===== config.mk =====
export PLATFORM = sky130hd
export DESIGN_NAME = dma_req_router
export DESIGN_NICKNAME = d
export VERILOG_FILES = /design/src/rtl/dma_rr_pkg.sv /design/src/rtl/dma_rr_route_regs.sv /design/src/rtl/dma_rr_xbar.sv /design/src/rtl/dma_rr_irq_sum.sv /design/src/rtl/dma_req_router.sv
export SDC_FILE = /design/constraint.sdc
export NUM_CORES = 1
export LEC_CHECK = 0
export BUFFER_PORTS_ARGS = -buffer_cell sky130_fd_sc_hd__buf_2
export CAP_MARGIN = 10
export CORE_UTILIZATION = 56
export CTS_BUF_LIST = sky130_fd_sc_hd__clkbuf_8 sky130_fd_sc_hd__clkbuf_16
export DETAILED_ROUTE_END_ITERATION = 6
export PLACE_DENSITY = 0.75
export SLEW_MARGIN = 5
export SYNTH_ARGS = -nofsm -noshare
export SYNTH_HDL_FRONTEND = slang
export SYNTH_SLANG_ARGS = --single-unit

===== constraint.sdc =====
create_clock -name clk_i -period 8.2 [get_ports clk_i]
set_clock_uncertainty 0.2 [all_clocks]
set_input_delay 1.64 -clock clk_i [delete_from_list [all_inputs] [get_ports clk_i]]
set_output_delay 1.64 -clock clk_i [all_outputs]
set_load 0.03 [all_outputs]

===== src/rtl/dma_rr_pkg.sv =====
package dma_rr_pkg;
  localparam int EN_BIT   = 7;
  localparam int CHF_W    = 4;
  localparam int REG_W    = 32;

  typedef struct packed {
    logic             en;
    logic [CHF_W-1:0] chan;
  } route_t;
endpackage


===== src/rtl/dma_rr_route_regs.sv =====
module dma_rr_route_regs
  import dma_rr_pkg::*;
#(
  parameter int N_SRC  = 40,
  parameter int ADDR_W = 6
) (
  input  logic                     clk_i,
  input  logic                     rst_ni,
  input  logic                     we_i,
  input  logic [ADDR_W-1:0]        addr_i,
  input  logic [REG_W-1:0]         wdata_i,
  output route_t [N_SRC-1:0]       route_o
);
  route_t [N_SRC-1:0] route_q;

  for (genvar s = 0; s < N_SRC; s++) begin : g_src
    always_ff @(posedge clk_i or negedge rst_ni) begin
      if (!rst_ni) begin
        route_q[s] <= '0;
      end else if (we_i && addr_i == ADDR_W'(s)) begin
        route_q[s].en   <= wdata_i[EN_BIT];
        route_q[s].chan <= wdata_i[CHF_W-1:0];
      end
    end
  end

  assign route_o = route_q;
endmodule


===== src/rtl/dma_rr_xbar.sv =====
module dma_rr_xbar
  import dma_rr_pkg::*;
#(
  parameter int N_SRC = 40,
  parameter int N_CH  = 16
) (
  input  logic [N_SRC-1:0]   req_i,
  input  route_t [N_SRC-1:0] route_i,
  output logic [N_CH-1:0]    req_o
);
  for (genvar c = 0; c < N_CH; c++) begin : g_ch
    always_comb begin
      logic acc;
      acc = 1'b0;
      for (int s = 0; s < N_SRC; s++) begin
        acc = acc | (req_i[s] & route_i[s].en & (route_i[s].chan == CHF_W'(c)));
      end
      req_o[c] = acc;
    end
  end
endmodule


===== src/rtl/dma_rr_irq_sum.sv =====
module dma_rr_irq_sum #(
  parameter int N_CH = 16
) (
  input  logic            clk_i,
  input  logic            rst_ni,
  input  logic [N_CH-1:0] chan_irq_i,
  input  logic [N_CH-1:0] clr_i,
  output logic [N_CH-1:0] sum_o,
  output logic            irq_o
);
  logic [N_CH-1:0] sum_q;

  // live interrupt wins over a clear in the same cycle
  always_ff @(posedge clk_i or negedge rst_ni) begin
    if (!rst_ni) sum_q <= '0;
    else         sum_q <= chan_irq_i | (sum_q & ~clr_i);
  end

  assign sum_o = sum_q;
  assign irq_o = |sum_q;
endmodule


===== src/rtl/dma_req_router.sv =====
module dma_req_router
  import dma_rr_pkg::*;
#(
  parameter int N_SRC  = 40,
  parameter int N_CH   = 16,
  parameter int ADDR_W = 6
) (
  input  logic              clk_i,
  input  logic              rst_ni,
  input  logic              reg_we_i,
  input  logic [ADDR_W-1:0] reg_addr_i,
  input  logic [31:0]       reg_wdata_i,
  output logic [31:0]       reg_rdata_o,
  input  logic [N_SRC-1:0]  req_i,
  output logic [N_CH-1:0]   req_o,
  input  logic [N_CH-1:0]   chan_irq_i,
  output logic              irq_o
);
  localparam logic [ADDR_W-1:0] SUM_ADDR = ADDR_W'(N_SRC);

  route_t [N_SRC-1:0] route;
  logic   [N_CH-1:0]  sum;
  logic   [N_CH-1:0]  clr;

  assign clr = (reg_we_i && reg_addr_i == SUM_ADDR) ? reg_wdata_i[N_CH-1:0] : '0;

  dma_rr_route_regs #(.N_SRC(N_SRC), .ADDR_W(ADDR_W)) u_regs (
    .clk_i   (clk_i),
    .rst_ni  (rst_ni),
    .we_i    (reg_we_i),
    .addr_i  (reg_addr_i),
    .wdata_i (reg_wdata_i),
    .route_o (route)
  );

  dma_rr_xbar #(.N_SRC(N_SRC), .N_CH(N_CH)) u_xbar (
    .req_i   (req_i),
    .route_i (route),
    .req_o   (req_o)
  );

  dma_rr_irq_sum #(.N_CH(N_CH)) u_sum (
    .clk_i      (clk_i),
    .rst_ni     (rst_ni),
    .chan_irq_i (chan_irq_i),
    .clr_i      (clr),
    .sum_o      (sum),
    .irq_o      (irq_o)
  );

  always_comb begin
    reg_rdata_o = '0;
    for (int s = 0; s < N_SRC; s++) begin
      if (reg_addr_i == ADDR_W'(s)) begin
        reg_rdata_o[EN_BIT]      = route[s].en;
        reg_rdata_o[CHF_W-1:0]   = route[s].chan;
      end
    end
    if (reg_addr_i == SUM_ADDR) reg_rdata_o[N_CH-1:0] = sum;
  end
endmodule


==> impl_metrics.sql, run 1 <==
INSERT INTO impl_metrics (metric_group, metric, value, unit) VALUES
('clocking', 'cts-htree-levels', '1', ''),
('grt', 'grt_start_max_net_pins', '168', ''),
('clocking', 'clock-root-buffer', 'sky130_fd_sc_hd__clkbuf_16', ''),
('clocking', 'postCtsSetupBuffers', '0', ''),
('grt', 'gr-usage-all-layers', '69.56', '%'),
('outcome', 'failed_stage', '5_1_grt', ''),
('floorplanning', 'design.portCount', '146', ''),
('floorplanning', 'start_util', '56.90', '%'),
('yosys', 'sequential_to_total_area_share_from_yosys_stat', '31.06', '%'),
('outcome', 'run_status', 'stopped before the end', ''),
('yosys', 'post_synth_inst_count', '2035', ''),
('clocking', 'cts-buffers-inserted', '24', ''),
('floorplanning', 'die_width', '178.3', 'µm'),
('yosys', 'synth-edff-count', '0', ''),
('placed_design', 'post-dp-hpwl', '77330', 'µm'),
('yosys', 'synth_async_sr_flop_share', '100.0', '%'),
('yosys', 'cell_variety_after_synth', '80', ''),
('placed_design', 'portBuffers', '113', ''),
('yosys', 'yosys_register_bits', '216', ''),
('yosys', 'synthesis.yosys.warnings', '0', ''),
('floorplanning', 'site_row_count', '64', ''),
('yosys', 'synthesis.area_per_instance', '8.552', 'µm²'),
('floorplanning', 'die_h', '178.3', 'µm'),
('clocking', 'number_of_buffers_on_the_longest_clock_path', '3', ''),
('clocking', 'ctsResizeCount', '0', ''),
('placed_design', 'numPlacedInstances', '2384', ''),
('clocking', 'post_cts_hold_buffer_count', '0', ''),
('yosys', 'mapped_area', '17400', 'µm²'),
('yosys', 'netlist_top_cells_area', 'sky130_fd_sc_hd__dfrtp_1, sky130_fd_sc_hd__mux2_2, sky130_fd_sc_hd__o22ai_1, sky130_fd_sc_hd__nor3_1, sky130_fd_sc_hd__nand2b_1', ''),
('placed_design', 'gp_routability_congestion', '1.486', ''),
('grt', 'grt.overflow.total', '2', ''),
('grt', 'vias_in_the_first_global_route', '20790', ''),
('outcome', 'toolErrorMsg', '[ERROR GRT-0116] Global routing finished with congestion. Check the congestion regions in the DRC Viewer.', ''),
('grt', 'grt_pass1_wl', '153300', 'µm'),
('yosys', 'synth_flop_cell', 'sky130_fd_sc_hd__dfrtp_1', ''),
('yosys', 'synth_top_area_cell', 'sky130_fd_sc_hd__dfrtp_1', ''),
('yosys', 'synthDominantCellAreaShare', '31.06', '%'),
('clocking', 'cts_sinks', '216', '');
==> kinds of logic after synthesis <==
kind of cell	share of synthesized area, %
AND/OR/NAND/NOR	30.55
AO/OA/AOI/OAI	16.94
multiplexers	15.69
buffers and inverters	5.737
flip-flops	31.06
other	0.02155
==> synth_stat cells (all sizes together) (7+ instances only) <==
cell and number:
nor2b 12, nand2b 100, dfrtp 216, a22oi 9, nand3b 14, a21oi 28, and2 16, nor2 103
nand4 68, nand3 57, nor4b 7, o21ai 65, inv 25, mux2 203, or4 18, a21o 17
o221ai 12, nand2 168, nand4bb 8, a2111oi 12, nor4bb 7, a31oi 16, nand4b 67, nor3b 8
nor3 153, o22ai 159, or3 21, o311ai 12, o32ai 25, mux2i 31, clkbuf 123, nor4 83
o2111ai 7, a211oi 8, buf 70
==> routing by layer <==
layer  GRT overflow  GRT usage [%]
met1              0          74.50
met2              1          86.14
met3              0          53.50
met5              0          24.52
met4              1          57.17
==> through the flow <==
step / worst slack [ns] / cell area [µm²]
4_1_cts: 1.675 / 18580
3_5_place_dp: 1.682 / 17790
3_3_place_gp: 1.736 / 17790
2_1_floorplan: 2.818 / 17460
==> run 2: changes to the inputs <==
--- a/config.mk
+++ b/config.mk
@@ -7,10 +7,9 @@
 export LEC_CHECK = 0
 export BUFFER_PORTS_ARGS = -buffer_cell sky130_fd_sc_hd__buf_2
 export CAP_MARGIN = 10
-export CORE_UTILIZATION = 56
-export CTS_BUF_LIST = sky130_fd_sc_hd__clkbuf_8 sky130_fd_sc_hd__clkbuf_16
+export CORE_UTILIZATION = 40
 export DETAILED_ROUTE_END_ITERATION = 6
-export PLACE_DENSITY = 0.75
+export PLACE_DENSITY_LB_ADDON = 0.15
 export SLEW_MARGIN = 5
 export SYNTH_ARGS = -nofsm -noshare
 export SYNTH_HDL_FRONTEND = slang
==> impl_metrics.sql, run 2 <==
INSERT INTO impl_metrics (metric_group, metric, value, unit) VALUES
('pwr', 'power_density', '205.7', 'nW/µm²'),
('final_layout', 'regArea', '5405', 'µm²'),
('critical_path', 'longest_individual_stage_delay_on_the_worst_path', '0.70', 'ns'),
('route', 'detailedRoute.firstIterationViolations', '4640', ''),
('pwr', 'worst_ir_drop_vdd', '0.2280', 'mV'),
('final_layout', 'final_cell_mix', 'sky130_fd_sc_hd__dfrtp_1, sky130_fd_sc_hd__mux2_2, sky130_fd_sc_hd__nand2_1, sky130_fd_sc_hd__o22ai_1, sky130_fd_sc_hd__nor3_1', ''),
('final_layout', 'largest_reg_flops', '200', ''),
('clocking', 'cts.reportedPaths.clkPinSlew', '0.06', 'ns'),
('pwr', 'sw_frac_of_total', '43.10', '%'),
('critical_path', 'worst_r2r_path_depth', '2', ''),
('final_layout', 'fillCellCount', '4321', ''),
('timing', 'timing.final.max_slew_violations', '0', ''),
('route', 'route.antenna.remaining_nets', '0', ''),
('timing', 'worstMarginPinSlew', '1.480', 'ns'),
('pwr', 'pwr-share-clk', '31.3', '%'),
('floorplanning', 'design.portCount', '146', ''),
('placed_design', 'post-dp-hpwl', '94780', 'µm'),
('worst_hold_path', 'start_point_of_the_worst_hold_path', 'u_sum.sum_o[15]', ''),
('critical_path', 'critical_path.most_common_cell', 'sky130_fd_sc_hd__buf_4', ''),
('final_layout', 'area.growth.synth_to_final', '9.187', '%'),
('clocking', 'ctsResizeCount', '0', ''),
('grt', 'grt_pass1_wl', '165400', 'µm'),
('grt', 'grt_start_max_net_pins', '92', ''),
('critical_path', 'setup.worst_path.end_class', 'output pin', ''),
('yosys', 'yosys_register_bits', '216', ''),
('floorplanning', 'die_width', '210.6', 'µm'),
('worst_hold_path', 'min_delay_worst_endpoint', 'u_sum.sum_o[15]', ''),
('final_layout', 'layout-drive-gt1-share', '20.98', '%'),
('grt', 'gr-usage-all-layers', '55.08', '%'),
('timing', 'worst_hold_slack', '0.3021', 'ns'),
('run', 'max_cap_violations', '1', ''),
('pwr', 'cellInternalPower', '2224', 'µW'),
('route', 'post-route-drc-count', '12', ''),
('placed_design', 'placed_area', '18090', 'µm²'),
('yosys', 'synthesis.area_per_instance', '8.552', 'µm²'),
('critical_path', 'cp.arrival', '4.97', 'ns'),
('clocking', 'postCtsSetupBuffers', '0', ''),
('route', 'routed_via_density', '7.989', ''),
('yosys', 'post_synth_inst_count', '2035', ''),
('clocking', 'number_of_buffers_on_the_longest_clock_path', '3', ''),
('pwr', 'cellLeakagePower', '0.007140', 'µW'),
('yosys', 'synth_top_area_cell', 'sky130_fd_sc_hd__dfrtp_1', ''),
('route', 'drt_first_pass_iters', '7', ''),
('yosys', 'synthesis.yosys.warnings', '0', ''),
('placed_design', 'portBuffers', '113', ''),
('yosys', 'synthDominantCellAreaShare', '31.06', '%'),
('worst_hold_path', 'hp-class', 'reg -> reg', ''),
('timing', 'finalSetupTns', '0', 'ns'),
('placed_design', 'numPlacedInstances', '2583', ''),
('timing', 'final-hold-violation-count', '0', ''),
('yosys', 'synth-edff-count', '0', ''),
('critical_path', 'crit-reg2reg-capture', 'u_regs.route_o[187]', ''),
('outcome', 'failing_checks', 'design-rule violations, max-capacitance violations', ''),
('clocking', 'post_cts_hold_buffer_count', '0', ''),
('pwr', 'power_switching', '1685', 'µW'),
('timing', 'highest_achievable_clock_rate', '146.9', 'MHz'),
('yosys', 'sequential_to_total_area_share_from_yosys_stat', '31.06', '%'),
('final_layout', 'layout.cells.non_filler', '2636', ''),
('yosys', 'mapped_area', '17400', 'µm²'),
('outcome', 'run_status', 'finished with violations', ''),
('final_layout', 'leading_cell_type_in_the_layout_fill_and_taps_excluded', 'sky130_fd_sc_hd__dfrtp_1', ''),
('yosys', 'cell_variety_after_synth', '80', ''),
('yosys', 'post-synth-top-count-cell', 'sky130_fd_sc_hd__dfrtp_1', ''),
('critical_path', 'crit_slowest_cell', 'sky130_fd_sc_hd__mux4_2', ''),
('floorplanning', 'core_region_area', '42980', 'µm²'),
('critical_path', 'rrSetupSlack', '6.26', 'ns'),
('grt', 'grt.overflow.total', '0', ''),
('timing', 'rsz_0062_raised_after_global_routing', 'no', ''),
('floorplanning', 'fp.dieArea', '44350', 'µm²'),
('final_layout', 'multi_input_comb_area', '11080', 'µm²'),
('clocking', 'clock-root-buffer', 'sky130_fd_sc_hd__clkbuf_16', ''),
('route', 'drt-wirelength-per-cell', '46.90', 'µm'),
('clocking', 'cts-htree-levels', '1', ''),
('yosys', 'synth_async_sr_flop_share', '100.0', '%'),
('final_layout', 'finalInstanceArea', '19000', 'µm²'),
('timing', 'layout_min_cycle_time', '6.808', 'ns'),
('timing', 'finalSetupViolCount', '0', ''),
('critical_path', 'crit_path_cell_trace', 'buf_4 -> buf_4 -> mux4_2 -> nand2_1 -> a221oi_1 -> o221ai_1 -> o311ai_1 -> a31o_1 -> buf_2', ''),
('timing', 'min_period_over_period', '83.02', '%'),
('clocking', 'cts-buffers-inserted', '25', ''),
('pwr', 'comb_power_share', '24.9', '%'),
('clocking', 'worstSkewPairLatency', '0.57', 'ns'),
('yosys', 'synth.top_cells.by_count', 'sky130_fd_sc_hd__dfrtp_1, sky130_fd_sc_hd__mux2_2, sky130_fd_sc_hd__nand2_1, sky130_fd_sc_hd__o22ai_1, sky130_fd_sc_hd__nor3_1', ''),
('clocking', 'cts_sinks', '216', ''),
('timing', 'relSlewSlack', '0.4160', '%'),
('floorplanning', 'site_row_count', '76', ''),
('critical_path', 'setup.worst_path.class', 'in -> out', ''),
('floorplanning', 'start_util', '40.49', '%'),
('yosys', 'synth_flop_cell', 'sky130_fd_sc_hd__dfrtp_1', ''),
('pwr', 'power.share.sequential', '43.9', '%'),
('clocking', 'cts_tree', 'built', ''),
('critical_path', 'critical_path_required_time', '6.36', 'ns'),
('worst_hold_path', 'timing.hold.worst_path_depth', '1', ''),
('grt', 'vias_in_the_first_global_route', '19381', ''),
('floorplanning', 'die_h', '210.6', 'µm'),
('critical_path', 'reg2reg_from', 'u_regs.route_o[187]', ''),
('critical_path', 'path_max_fanout', '55', ''),
('final_layout', 'final_nets', '2123', ''),
('critical_path', 'worstSetupStartpointType', 'input port', ''),
('placed_design', 'gp_routability_congestion', '1.233', ''),
('route', 'postRouteWirelength', '123600', 'µm'),
('grt', 'grt_antenna_before_repair', '11', ''),
('yosys', 'netlist_top_cells_area', 'sky130_fd_sc_hd__dfrtp_1, sky130_fd_sc_hd__mux2_2, sky130_fd_sc_hd__o22ai_1, sky130_fd_sc_hd__nor3_1, sky130_fd_sc_hd__nand2b_1', ''),
('route', 'dr_total_vias', '21059', '');
## run 2: area by class of cell
class                      count  area share [%]
antenna                        6         0.07901
inverter                      25          0.4938
clock buffer                  32           3.536
tap                          585           3.852
timing repair buffer         142           4.174
sequential                   216           28.44
multi-input combinational   1616           58.32
clock inverter                14           1.106
## run 2: per-layer routing
| layer | track usage [%] | part of all wire [%] |
|---|---|---|
| met5 | 0 | 0.026 |
| met4 | 46.65 | 11 |
| met3 | 24.72 | 16 |
| met2 | 75.02 | 38 |
| met1 | 65.62 | 35 |
## run 2: kinds of logic (layout without fill, tap and decap cells)
group | after synthesis | in the layout | synth area share [%]
AOI/OAI and AO/OA | 430 | 430 | 16.94
buffers and inverters | 218 | 213 | 5.737
DFF | 216 | 216 | 31.06
muxes | 240 | 240 | 15.69
other | 1 | 22 | 0.02155
and+or+nand+nor | 930 | 930 | 30.55
## run 2: power by group through the flow
| stage | Sequential [µW] | Clock, µW | Combinational (µW) |
|---|---|---|---|
| floorplan | 1320 | 0 | 681 |
| global placement | 1650 | 0 | 891 |
| detailed placement | 1660 | 0 | 900 |
| CTS | 1640 | 1230 | 904 |
| global route | 1680 | 1260 | 977 |
| finish | 1710 | 1220 | 972 |
## run 2: worst max-delay path by stage
stage	start	endpoint	slack (ns)	cells after the start
5_1_grt	reg_addr_i[0]	reg_rdata_o[0]	1.53	9
6_report	reg_addr_i[0]	reg_rdata_o[0]	1.39	9
3_3_place_gp	reg_addr_i[0]	reg_rdata_o[0]	1.79	9
2_1_floorplan	reg_addr_i[2]	reg_rdata_o[1]	2.82	7
3_5_place_dp	reg_addr_i[0]	reg_rdata_o[0]	1.76	9
4_1_cts	reg_addr_i[0]	reg_rdata_o[0]	1.75	9
## run 2: worst max-delay path: cells and delay by family
family                 cells  cell delay (ns)
and+or+nand+nor            1             0.12
AOI/OAI and AO/OA          4             1.20
muxes                      1             0.70
buffers and inverters      3             1.26
## run 2: stage by stage
step,power (µW),utilization (%),setup WS (ns)
floorplan,1998,-,2.818
global placement,2543,42.10,1.788
detailed placement,2558,42.10,1.757
CTS,3773,44.15,1.749
global route,3918,44.18,1.532
finish,3908,44.21,1.392
(Power assumes the default switching activity.)
